===== config.mk =====
export PLATFORM = sky130hd
export DESIGN_NAME = i2c_regptr_target
export DESIGN_NICKNAME = d
export VERILOG_FILES = /design/src/rtl/i2c_rp_pkg.sv /design/src/rtl/i2c_rp_sync.sv /design/src/rtl/i2c_rp_watchdog.sv /design/src/rtl/i2c_rp_engine.sv /design/src/rtl/i2c_regptr_target.sv
export SDC_FILE = /design/constraint.sdc
export NUM_CORES = 1
export LEC_CHECK = 0
export ABC_AREA = 1
export ABC_CLOCK_PERIOD_IN_PS = 2020
export CORE_AREA = 2 2 108 89
export DETAILED_ROUTE_END_ITERATION = 8
export DIE_AREA = 0 0 110 91
export GPL_TIMING_DRIVEN = 1
export PLACE_DENSITY = 0.77
export SKIP_LAST_GASP = 1
export SLEW_MARGIN = 20
export SYNTH_ARGS = -nofsm -noshare
export SYNTH_HDL_FRONTEND = slang
export SYNTH_SLANG_ARGS = --single-unit

===== constraint.sdc =====
create_clock -name clk -period 2.02 [get_ports clk]
set_input_delay 0.303 -clock clk [delete_from_list [all_inputs] [get_ports clk]]
set_output_delay 0.303 -clock clk [all_outputs]
set_load 0.05 [all_outputs]

===== src/rtl/i2c_rp_pkg.sv =====
// Package: shared types for the I2C register-pointer target.
// Assumes: used by every module of the block; holds no logic.
package i2c_rp_pkg;

    // Engine state within one frame
    typedef enum logic [2:0] {
        ST_IDLE,     // bus free or frame done
        ST_RX,       // shifting in a byte from the controller
        ST_ACKWAIT,  // byte complete, waiting for SCL low to drive ACK
        ST_ACK,      // ACK/NACK slot in progress
        ST_TX,       // shifting out a read byte
        ST_MACK,     // controller ACK/NACK slot after a read byte
        ST_WAIT      // ignoring the bus until START or STOP
    } rp_state_t;

    // What the next received byte means
    typedef enum logic [1:0] {
        PH_ADDR,
        PH_CMD,
        PH_DATA
    } rp_phase_t;

    // Synchronised bus levels and detected events
    typedef struct packed {
        logic start;
        logic stop;
        logic rise;
        logic fall;
        logic scl;
        logic sda;
    } rp_bus_t;

endpackage


===== src/rtl/i2c_rp_sync.sv =====
// Module: synchronises SCL/SDA and detects START, STOP and SCL edges.
// Assumes: SYNC_STAGES >= 2; the idle bus is high, so all flops reset to 1.
module i2c_rp_sync
    import i2c_rp_pkg::*;
#(
    parameter int SYNC_STAGES = 2
) (
    input  logic    clk,
    input  logic    rst_n,
    input  logic    scl_i,
    input  logic    sda_i,
    output rp_bus_t bus
);

    logic [SYNC_STAGES-1:0] scl_ff;
    logic [SYNC_STAGES-1:0] sda_ff;
    logic                   scl_q;
    logic                   sda_q;
    logic                   scl_s;
    logic                   sda_s;

    assign scl_s = scl_ff[SYNC_STAGES-1];
    assign sda_s = sda_ff[SYNC_STAGES-1];

    // Synchroniser chains plus one history flop for edge detection
    always_ff @(posedge clk) begin
        if (!rst_n) begin
            scl_ff <= '1;
            sda_ff <= '1;
            scl_q  <= 1'b1;
            sda_q  <= 1'b1;
        end else begin
            scl_ff <= {scl_ff[SYNC_STAGES-2:0], scl_i};
            sda_ff <= {sda_ff[SYNC_STAGES-2:0], sda_i};
            scl_q  <= scl_s;
            sda_q  <= sda_s;
        end
    end

    // Event decode: SDA moving while SCL stays high is START or STOP
    always_comb begin
        bus.scl   = scl_s;
        bus.sda   = sda_s;
        bus.rise  = scl_s & ~scl_q;
        bus.fall  = ~scl_s & scl_q;
        bus.start = scl_s & scl_q & sda_q & ~sda_s;
        bus.stop  = scl_s & scl_q & ~sda_q & sda_s;
    end

endmodule


===== src/rtl/i2c_rp_watchdog.sv =====
// Module: stuck-bus guard. Counts clocks while either line is low.
// Assumes: lines already synchronised; TIMEOUT >= 1, SETTLE >= 1.
module i2c_rp_watchdog #(
    parameter int TIMEOUT = 100_000_000,
    parameter int SETTLE  = 16
) (
    input  logic clk,
    input  logic rst_n,
    input  logic scl_s,
    input  logic sda_s,
    output logic release_o,
    output logic sleep_o
);

    localparam int LIMIT = TIMEOUT + SETTLE;
    localparam int CW    = $clog2(LIMIT + 1);
    localparam logic [CW-1:0] TO_C  = CW'(TIMEOUT);
    localparam logic [CW-1:0] LIM_C = CW'(LIMIT);

    logic [CW-1:0] cnt;
    logic          idle_hi;

    assign idle_hi = scl_s & sda_s;

    // Saturating low-time counter, cleared by a free bus
    always_ff @(posedge clk) begin
        if (!rst_n)       cnt <= '0;
        else if (idle_hi) cnt <= '0;
        else if (cnt != LIM_C) cnt <= cnt + 1'b1;
    end

    // Registered release and sleep flags
    always_ff @(posedge clk) begin
        if (!rst_n) begin
            release_o <= 1'b0;
            sleep_o   <= 1'b0;
        end else begin
            release_o <= ~idle_hi & (cnt >= TO_C);
            sleep_o   <= ~idle_hi & (cnt == LIM_C);
        end
    end

endmodule


===== src/rtl/i2c_rp_engine.sv =====
// Module: byte shifter, ACK/NACK logic and pointer for the target.
// Assumes: bus events come from i2c_rp_sync; reg_rdata is valid in the
// same cycle as reg_addr; REG_DEPTH is a power of two no larger than 256.
module i2c_rp_engine
    import i2c_rp_pkg::*;
#(
    parameter logic [6:0]           DEV_ADDR  = 7'h55,
    parameter int                   REG_DEPTH = 128,
    parameter logic [REG_DEPTH-1:0] RO_MASK   = {{(REG_DEPTH/2){1'b1}}, {(REG_DEPTH/2){1'b0}}},
    localparam int                  PTR_W     = $clog2(REG_DEPTH)
) (
    input  logic             clk,
    input  logic             rst_n,
    input  logic             ev_start,
    input  logic             ev_stop,
    input  logic             ev_rise,
    input  logic             ev_fall,
    input  logic             sda_s,
    input  logic             flush,
    input  logic [7:0]       reg_rdata,
    output logic             sda_oe,
    output logic [PTR_W-1:0] ptr,
    output logic             reg_wr,
    output logic [7:0]       reg_wdata
);

    localparam logic [PTR_W-1:0] LAST = PTR_W'(REG_DEPTH - 1);

    rp_state_t        state;
    rp_phase_t        phase;
    logic [3:0]       bit_cnt;
    logic [6:0]       shreg;
    logic [7:0]       tx_sh;
    logic             ack_q;
    logic             is_read;
    logic             first_data;
    logic [7:0]       rx_byte;
    logic             cmd_ok;
    logic [PTR_W-1:0] ptr_next;

    assign rx_byte  = {shreg, sda_s};
    assign cmd_ok   = ({1'b0, rx_byte} < 9'(REG_DEPTH));
    assign ptr_next = (ptr == LAST) ? '0 : ptr + 1'b1;

    // Frame sequencer: receive, acknowledge, transmit and pointer update
    always_ff @(posedge clk) begin
        if (!rst_n) begin
            state      <= ST_IDLE;
            phase      <= PH_ADDR;
            bit_cnt    <= '0;
            shreg      <= '0;
            tx_sh      <= '0;
            ack_q      <= 1'b0;
            is_read    <= 1'b0;
            first_data <= 1'b0;
            sda_oe     <= 1'b0;
            ptr        <= '0;
            reg_wr     <= 1'b0;
            reg_wdata  <= '0;
        end else begin
            reg_wr <= 1'b0;
            if (reg_wr) ptr <= ptr_next;
            if (flush) begin
                state  <= ST_IDLE;
                sda_oe <= 1'b0;
            end else if (ev_start) begin
                state   <= ST_RX;
                phase   <= PH_ADDR;
                bit_cnt <= '0;
                sda_oe  <= 1'b0;
            end else if (ev_stop) begin
                state  <= ST_IDLE;
                sda_oe <= 1'b0;
            end else begin
                unique case (state)
                    ST_RX: if (ev_rise) begin
                        shreg   <= rx_byte[6:0];
                        bit_cnt <= bit_cnt + 1'b1;
                        if (bit_cnt == 4'd7) begin
                            state <= ST_ACKWAIT;
                            unique case (phase)
                                PH_ADDR: begin
                                    ack_q   <= (rx_byte[7:1] == DEV_ADDR);
                                    is_read <= rx_byte[0];
                                end
                                PH_CMD: begin
                                    ack_q      <= cmd_ok;
                                    first_data <= cmd_ok;
                                    if (cmd_ok) ptr <= rx_byte[PTR_W-1:0];
                                end
                                default: begin
                                    first_data <= 1'b0;
                                    if (first_data && !RO_MASK[ptr]) begin
                                        ack_q     <= 1'b1;
                                        reg_wr    <= 1'b1;
                                        reg_wdata <= rx_byte;
                                    end else begin
                                        ack_q <= 1'b0;
                                    end
                                end
                            endcase
                        end
                    end
                    ST_ACKWAIT: if (ev_fall) begin
                        sda_oe <= ack_q;
                        state  <= ST_ACK;
                    end
                    ST_ACK: if (ev_fall) begin
                        bit_cnt <= '0;
                        if (!ack_q && phase != PH_DATA) begin
                            sda_oe <= 1'b0;
                            state  <= ST_WAIT;
                        end else if (phase == PH_ADDR && is_read) begin
                            sda_oe  <= ~reg_rdata[7];
                            tx_sh   <= {reg_rdata[6:0], 1'b0};
                            bit_cnt <= 4'd1;
                            state   <= ST_TX;
                        end else begin
                            sda_oe <= 1'b0;
                            state  <= ST_RX;
                            phase  <= (phase == PH_ADDR) ? PH_CMD : PH_DATA;
                        end
                    end
                    ST_TX: if (ev_fall) begin
                        if (bit_cnt == 4'd8) begin
                            sda_oe <= 1'b0;
                            state  <= ST_MACK;
                        end else begin
                            sda_oe  <= ~tx_sh[7];
                            tx_sh   <= tx_sh << 1;
                            bit_cnt <= bit_cnt + 1'b1;
                        end
                    end
                    ST_MACK: if (ev_rise) begin
                        ack_q <= ~sda_s;
                        if (!sda_s) ptr <= ptr_next;
                    end else if (ev_fall) begin
                        if (ack_q) begin
                            sda_oe  <= ~reg_rdata[7];
                            tx_sh   <= {reg_rdata[6:0], 1'b0};
                            bit_cnt <= 4'd1;
                            state   <= ST_TX;
                        end else begin
                            state <= ST_WAIT;
                        end
                    end
                    default: ;
                endcase
            end
        end
    end

endmodule


===== src/rtl/i2c_regptr_target.sv =====
// Module: top of the I2C register-pointer target.
// Assumes: external register storage answers reg_rdata combinationally
// from reg_addr; SCL is never driven (no clock stretching).
module i2c_regptr_target #(
    parameter logic [6:0]   DEV_ADDR    = 7'h55,
    parameter int           REG_DEPTH   = 128,
    parameter logic [REG_DEPTH-1:0] RO_MASK = {{(REG_DEPTH/2){1'b1}}, {(REG_DEPTH/2){1'b0}}},
    parameter int           TIMEOUT     = 100_000_000,
    parameter int           SETTLE      = 16,
    parameter int           SYNC_STAGES = 2
) (
    input  logic       clk,
    input  logic       rst_n,
    input  logic       scl_i,
    input  logic       sda_i,
    output logic       sda_oe,
    output logic       sleep_req,
    output logic [6:0] reg_addr,
    input  logic [7:0] reg_rdata,
    output logic       reg_wr,
    output logic [7:0] reg_wdata
);

    import i2c_rp_pkg::*;

    rp_bus_t bus;
    logic    scl_s;
    logic    bus_start;
    logic    wd_release;

    assign scl_s     = bus.scl;
    assign bus_start = bus.start;

    i2c_rp_sync #(.SYNC_STAGES(SYNC_STAGES)) u_sync (
        .clk   (clk),
        .rst_n (rst_n),
        .scl_i (scl_i),
        .sda_i (sda_i),
        .bus   (bus)
    );

    i2c_rp_watchdog #(.TIMEOUT(TIMEOUT), .SETTLE(SETTLE)) u_wdog (
        .clk       (clk),
        .rst_n     (rst_n),
        .scl_s     (bus.scl),
        .sda_s     (bus.sda),
        .release_o (wd_release),
        .sleep_o   (sleep_req)
    );

    i2c_rp_engine #(
        .DEV_ADDR  (DEV_ADDR),
        .REG_DEPTH (REG_DEPTH),
        .RO_MASK   (RO_MASK)
    ) u_eng (
        .clk       (clk),
        .rst_n     (rst_n),
        .ev_start  (bus.start),
        .ev_stop   (bus.stop),
        .ev_rise   (bus.rise),
        .ev_fall   (bus.fall),
        .sda_s     (bus.sda),
        .flush     (wd_release),
        .reg_rdata (reg_rdata),
        .sda_oe    (sda_oe),
        .ptr       (reg_addr),
        .reg_wr    (reg_wr),
        .reg_wdata (reg_wdata)
    );

endmodule


# Yosys cells after proc, flatten, opt, wreduce, memory -nomap -nowiden
# Memory sizes are Yosys's and may differ from the RTL's. A register that Yosys moved wholly into a read port is not among the register bits.
# Cells that the tools add are included.
# classes
n_lt_le_gt_ge	3
add_sub_neg	3
muxes	73
n_reduce_logical	30
bitwise_logic	26
eq_ne	44
# ops
cell	count
$mux W7	12
$mux W8	8
$mux W4	10
$mux W3	10
$ne A4 B2 Y1 const B	7
$reduce_and A7 Y1	4
$add A27 B1 Y27 const B	1
$eq A27 B27 Y1 const B	1
$ge A27 B27 Y1 const B	1
$ne A27 B27 Y1 const B	1
$pmux W8 S3	1
$ne A2 B1 Y1 const B	10
$reduce_and A9 Y1	2
$mux W1	17
$mux W2	8
$not A1 Y1	16
$pmux W4 S4	1
$ne A3 B2 Y1 const B	5
$pmux W3 S5	1
$eq A7 B7 Y1 const B	2
$ne A2 B2 Y1 const B	7
$pmux W7 S2	1
$reduce_and A12 Y1	1
$and A1 B1 Y1	10
other kinds (29)	42
# word_totals
mem_bits_ro	128
ff_bits	79
memories	1
elab_cells	200
output_inout_bits	18
input_bits	12
# mem_list
memory	words	width	read_ports	rd_clocked_by_memory_dff	wr	line	rtl
(no name shown)	128	1	1	1	0	i2c_rp_engine.sv:93	if (first_data && !RO_MASK[ptr]) begin

# Logic depth before layout (Yosys ltp)
# Gate-level depths: netlist (run 1).
# depth
ltp_word	12
ltp_mapped	12
mapped_depth_nobuf	12

# Modules after synthesis
# Synthesis (run 1) repeated with hierarchy kept, for this count alone.
# unflattened
cells_unflattened	702
hier_area_um2	4404.2
# by_module_without_submodules
module	cells_each	instances	seq_area_each_um2	area_per_inst_um2
i2c_rp_engine	409	1	860.8	2557.5
i2c_rp_watchdog	264	1	580.6	1632.8
i2c_rp_sync	29	1	120.1	214.0

# Worst setup path after synthesis (run 1)
# OpenSTA, ideal clock, no wires.
# synth_timing
path_type	register to register
from	reg u_eng.ptr[0]
to	reg u_eng.ptr[0]
synth_period_minus_slack_ps	1894
setup_time_ps	112
path_slack_ps	126
arrival_ps	1782
path_stages_with_launch	11
n_path_buf	0
required_time_ps	1908
path_cell_list	dfxtp_1 > ha_1 > inv_1 > nor2_1 > nand2_1 > nand2_1 > o21ai_0 > o21ai_0 > nand2_1 > nand2_1 > nand2_1
# synth_via
elab_chain_len	11
elab_cells_between_ends	14
cone_classes	add/sub: 1; eq/ne: 1; mux: 12
# synth_lines
item	line	rtl
from (decl)	i2c_rp_engine.sv:22	output logic [PTR_W-1:0] ptr,
from (signal assigned)	i2c_rp_engine.sv:62	if (reg_wr) ptr <= ptr_next;
from (signal assigned)	i2c_rp_engine.sv:89	if (cmd_ok) ptr <= rx_byte[PTR_W-1:0];
from (signal assigned)	i2c_rp_engine.sv:136	if (!sda_s) ptr <= ptr_next;
$add A7 B1 Y7 / $eq A7 B7 Y1 (equally long branches)	i2c_rp_engine.sv:43	assign ptr_next = (ptr == LAST) ? '0 : ptr + 1'b1;
$mux W7	i2c_rp_engine.sv:43	
$mux W7	i2c_rp_engine.sv:62	
$mux W7	i2c_rp_engine.sv:89	
$mux W7	i2c_rp_engine.sv:81	unique case (phase)
$mux W7	i2c_rp_engine.sv:79	if (bit_cnt == 4'd7) begin
$mux W7	i2c_rp_engine.sv:76	ST_RX: if (ev_rise) begin
$pmux W7 S2	i2c_rp_engine.sv:75	unique case (state)
$mux W7	i2c_rp_engine.sv:71	end else if (ev_stop) begin
$mux W7	i2c_rp_engine.sv:66	end else if (ev_start) begin
$mux W7 (*)	i2c_rp_engine.sv:63	if (flush) begin
# Every way passes the cells marked *; elsewhere a longest branch is shown, timed or not.
# A chain may end at the register's enable or synchronous reset.

# Final worst setup path (run 1)
# layout_timing
from	reg u_eng.ptr[3]
to	out reg_addr[3]
# layout_rtl
item	line	rtl
to (decl)	i2c_regptr_target.sv:18	output logic [6:0] reg_addr,
# No word-level cell between the ends.

==> impl_metrics.py, run 1 <==
metrics = {
    "layout": {
        "final_util_pct": 57.4,
        "layout_commonest_cell": "nand2_1",
        "fillers": 840,
        "final-seq-area_um2": 1560,
        "multi_input_area_um2": 2420,
        "final_layout_size_suffix_gt1_share_pct": 9.74,
        "area_growth_syn_to_layout_pct": 17.2,
        "layout_common_cells": "nand2_1, inv_1, nor2_1",
        "final_nets": 751,
        "final_cells": 854,
        "antenna_cells": 0,
    },
    "floorplan": {
        "rows": 31,
        "dieWidth_um": 110,
        "coreArea_um2": 8880,
        "io_pins": 30,
        "die_h_um": 91,
        "start_util_pct": 49.0,
        "die_area_um2": 10000,
    },
    "worst_setup_path": {
        "crit_chain": "clkdlybuf4s50_1",
        "path_depth": 1,
        "cp_max_fo": 5,
        "crit_slowest_cell": "clkdlybuf4s50_1",
        "crit_start": "u_eng.ptr[3]$_SDFF_PN0_",
        "required_ns": 1.72,
        "critPathKind": "flip-flop to primary output",
        "critPathArrivalTime_ns": 1.60,
        "worstReg2RegEnd": "u_eng.shreg[4]$_SDFFE_PN0P_",
        "r2r_start": "u_sync.sda_ff[1]$_SDFF_PN1_",
        "cp-start-kind": "flip-flop",
        "crit_end": "reg_addr[3]",
        "cp_num_buf_inv": 1,
        "slowest_delay_ns": 0.83,
        "r2r_cells": 8,
        "r2r_slack_ns": 0.15,
        "critical_path.top_delay_family": "buffers and inverters",
        "crit_path_end_kind": "primary output",
    },
    "sta": {
        "setup_violations": 0,
        "fin_skew_ns": 0.00518,
        "fmax_mhz": 525,
        "worstMarginPinSlew_ns": 0.522,
        "final-hold-violation-count": 0,
        "fin_crit_ns": 1.90,
        "setup_ws_ns": 0.117,
        "finalCritPeriodShare_pct": 94.2,
        "fin_setup_tns_ns": 0,
        "maxSlewHeadroom_pct": 65.0,
        "rsz0062_at_grt": "false",
        "maxSlewViolCount": 0,
    },
    "clock_tree": {
        "clock_sinks": 78,
        "postCtsSetupBuffers": 0,
        "cts_tree": "built",
        "cts_buffers": 9,
        "clk_path_buf_depth": 2,
        "htree_levels": 3,
        "clock_tree.root_cell": "clkbuf_8",
        "clk_latency_ns": 0.36,
        "clk_pin_slew_ns": 0.08,
    },
    "power_and_ir_drop": {
        "power_density_nw_per_um2": 861,
        "p_int_mw": 2.82,
        "ir_drop_uv": 501,
        "seq_power_share_pct": 40.4,
        "switching_share_pct": 35.7,
        "leakage_nw": 2.05,
        "power_switching_mw": 1.57,
        "p_clk_share_pct": 30.0,
        "total_power_mw": 4.39,
        "comb_power_share_pct": 29.6,
    },
    "global_routing": {
        "gr-total-overflow": 0,
        "grt_first_pass_wirelength_um": 19200,
        "grt.total_usage_pct": 24.2,
        "grt_pass1_vias": 4038,
        "antenna_found_initial": 0,
        "grt_max_degree": 15,
    },
    "drt": {
        "wire_per_inst_um": 13.5,
        "first_pass_iters": 5,
        "drc": 0,
        "ant_nets": 0,
        "via_count": 4625,
        "drtIter0Drc": 465,
        "vias_per_cell": 5.42,
        "totalWireLength_um": 11500,
    },
    "place": {
        "placed_cells": 838,
        "place.gp.congestion": 1.02,
        "dp_slack_ns": 0.150,
        "placement.io_buffers": 29,
        "dp_hpwl_um": 8780,
    },
    "min_path": {
        "hp-class": "flip-flop to flip-flop",
    },
    "synthesis": {
        "synth_seq_cells": 78,
        "syn_inst": 689,
        "yosysSeqAreaShare_pct": 35.9,
        "syn-cell-area_um2": 4360,
        "ys_types": 38,
        "syn_area_per_cell_um2": 6.32,
        "syn_nets": 706,
        "yosys_warnings": 0,
    },
    "run": {
        "cap_viol_max_count": 0,
    },
    "outcome": {
        "status": "complete, no violations",
    },
}
power by group through the flow:
stage               registers (mW)  logic (mW)  clock network, mW
floorplan                     1.81       0.896                  0
global route                  1.79        1.45               1.41
detailed placement            1.80        1.25                  0
CTS                           1.77        1.26               1.34
finish                        1.77        1.30               1.32
global placement              1.80        1.23                  0
sequential cells by signal (all words and copies together) (netlist names):
signal / count
u_sync.scl_q: 1
u_eng.ptr: 7
u_sync.sda_ff: 2
u_eng.shreg: 7
u_eng.state: 3
u_wdog.sleep_o: 1
u_eng.bit_cnt: 4
u_eng.phase: 2
u_eng.tx_sh: 7
u_eng.ack_q: 1
u_eng.is_read: 1
u_eng.first_data: 1
u_wdog.release_o: 1
u_eng.sda_oe: 1
u_sync.scl_ff: 2
u_sync.sda_q: 1
u_eng.reg_wdata: 8
u_eng.reg_wr: 1
u_wdog.cnt: 27
area by class of cell:
class | count | share of cell area (%)
multi-input cells | 508 | 47.4
flip-flops and latches | 78 | 30.7
repair buffers | 46 | 8.14
inverters | 91 | 6.69
well taps | 115 | 2.82
clock buffers | 10 | 2.50
clock inverters | 6 | 1.84
synth_stat cells (all sizes together):
library cell / n / share of area [%]
dfxtp: 78 / 36
a22oi: 1 / 0.17
a21oi: 63 / 7.2
or3: 1 / 0.14
a211oi: 1 / 0.17
nor3b: 1 / 0.17
nor3: 25 / 3.2
ha: 5 / 1.4
or2: 10 / 1.4
nor4: 4 / 0.57
and2: 1 / 0.14
nand2: 176 / 16
inv: 90 / 7.8
o22ai: 1 / 0.14
o21bai: 1 / 0.17
o211ai: 4 / 0.69
o21ai: 55 / 6.3
nand3b: 1 / 0.17
clkbuf: 7 / 0.60
clkinv: 1 / 0.086
xor2: 3 / 0.60
nand4: 11 / 1.6
a31oi: 3 / 0.43
nor2: 86 / 8.0
buf: 5 / 0.63
a311oi: 1 / 0.20
nand3: 54 / 6.4
what timing repair did:
| action | CTS | global route |
|---|---|---|
| resized for setup | 0 | 6 |
| hold endpoints to repair | 0 | 0 |
| setup endpoints to repair | 0 | 18 |
| hold buffers | 0 | 0 |
metal layers:
metal,vias to the layer above,share of wire (%),global-route usage (%),wire [um]
met5,-,0,0,0
li1,2336,-,-,-
met3,10,9.6,6.17,1100
met4,0,0.96,5.17,110
met2,210,39,32.5,4530
met1,2069,50,38.3,5760
how the worst min path moves through the flow:
stage                                      startpoint                           to  slack, ns  cells past startpoint
after floorplan           u_sync.scl_ff[0]$_SDFF_PN1_  u_sync.scl_ff[1]$_SDFF_PN1_       0.39                      1
after global placement    u_sync.sda_ff[0]$_SDFF_PN1_  u_sync.sda_ff[1]$_SDFF_PN1_       0.40                      1
after detailed placement  u_sync.scl_ff[0]$_SDFF_PN1_  u_sync.scl_ff[1]$_SDFF_PN1_       0.40                      1
after CTS                 u_sync.scl_ff[0]$_SDFF_PN1_  u_sync.scl_ff[1]$_SDFF_PN1_       0.42                      1
after global routing      u_sync.sda_ff[0]$_SDFF_PN1_  u_sync.sda_ff[1]$_SDFF_PN1_       0.45                      1
final                     u_sync.scl_ff[0]$_SDFF_PN1_  u_sync.scl_ff[1]$_SDFF_PN1_       0.42                      1
kinds of logic after synthesis:
family	after synthesis	share of synthesized area, %
simple gates	370	37.5
compound gates	130	15.5
fa+ha+maj	5	1.44
flops	78	35.9
buf+inv	103	9.08
xor+xnor	3	0.603
metrics by stage:
| stage | hold slack (ns) | cell area (um^2) |
|---|---|---|
| after global placement | 0.396 | 4860 |
| after detailed placement | 0.400 | 4860 |
| after CTS | 0.420 | 5080 |
| after floorplan | 0.393 | 4360 |
| after global routing | 0.445 | 5100 |
| final | 0.417 | 5100 |
No activity file was read; power rests on OpenSTA's default activity.
==> run 2: changes to the inputs <==
CTS_CLUSTER_DIAMETER = 150   (was default)
HOLD_SLACK_MARGIN = 0.06   (was default)
==> results of run 2 <==
The final DEF is identical to that of run 1; final timing and power are the same.
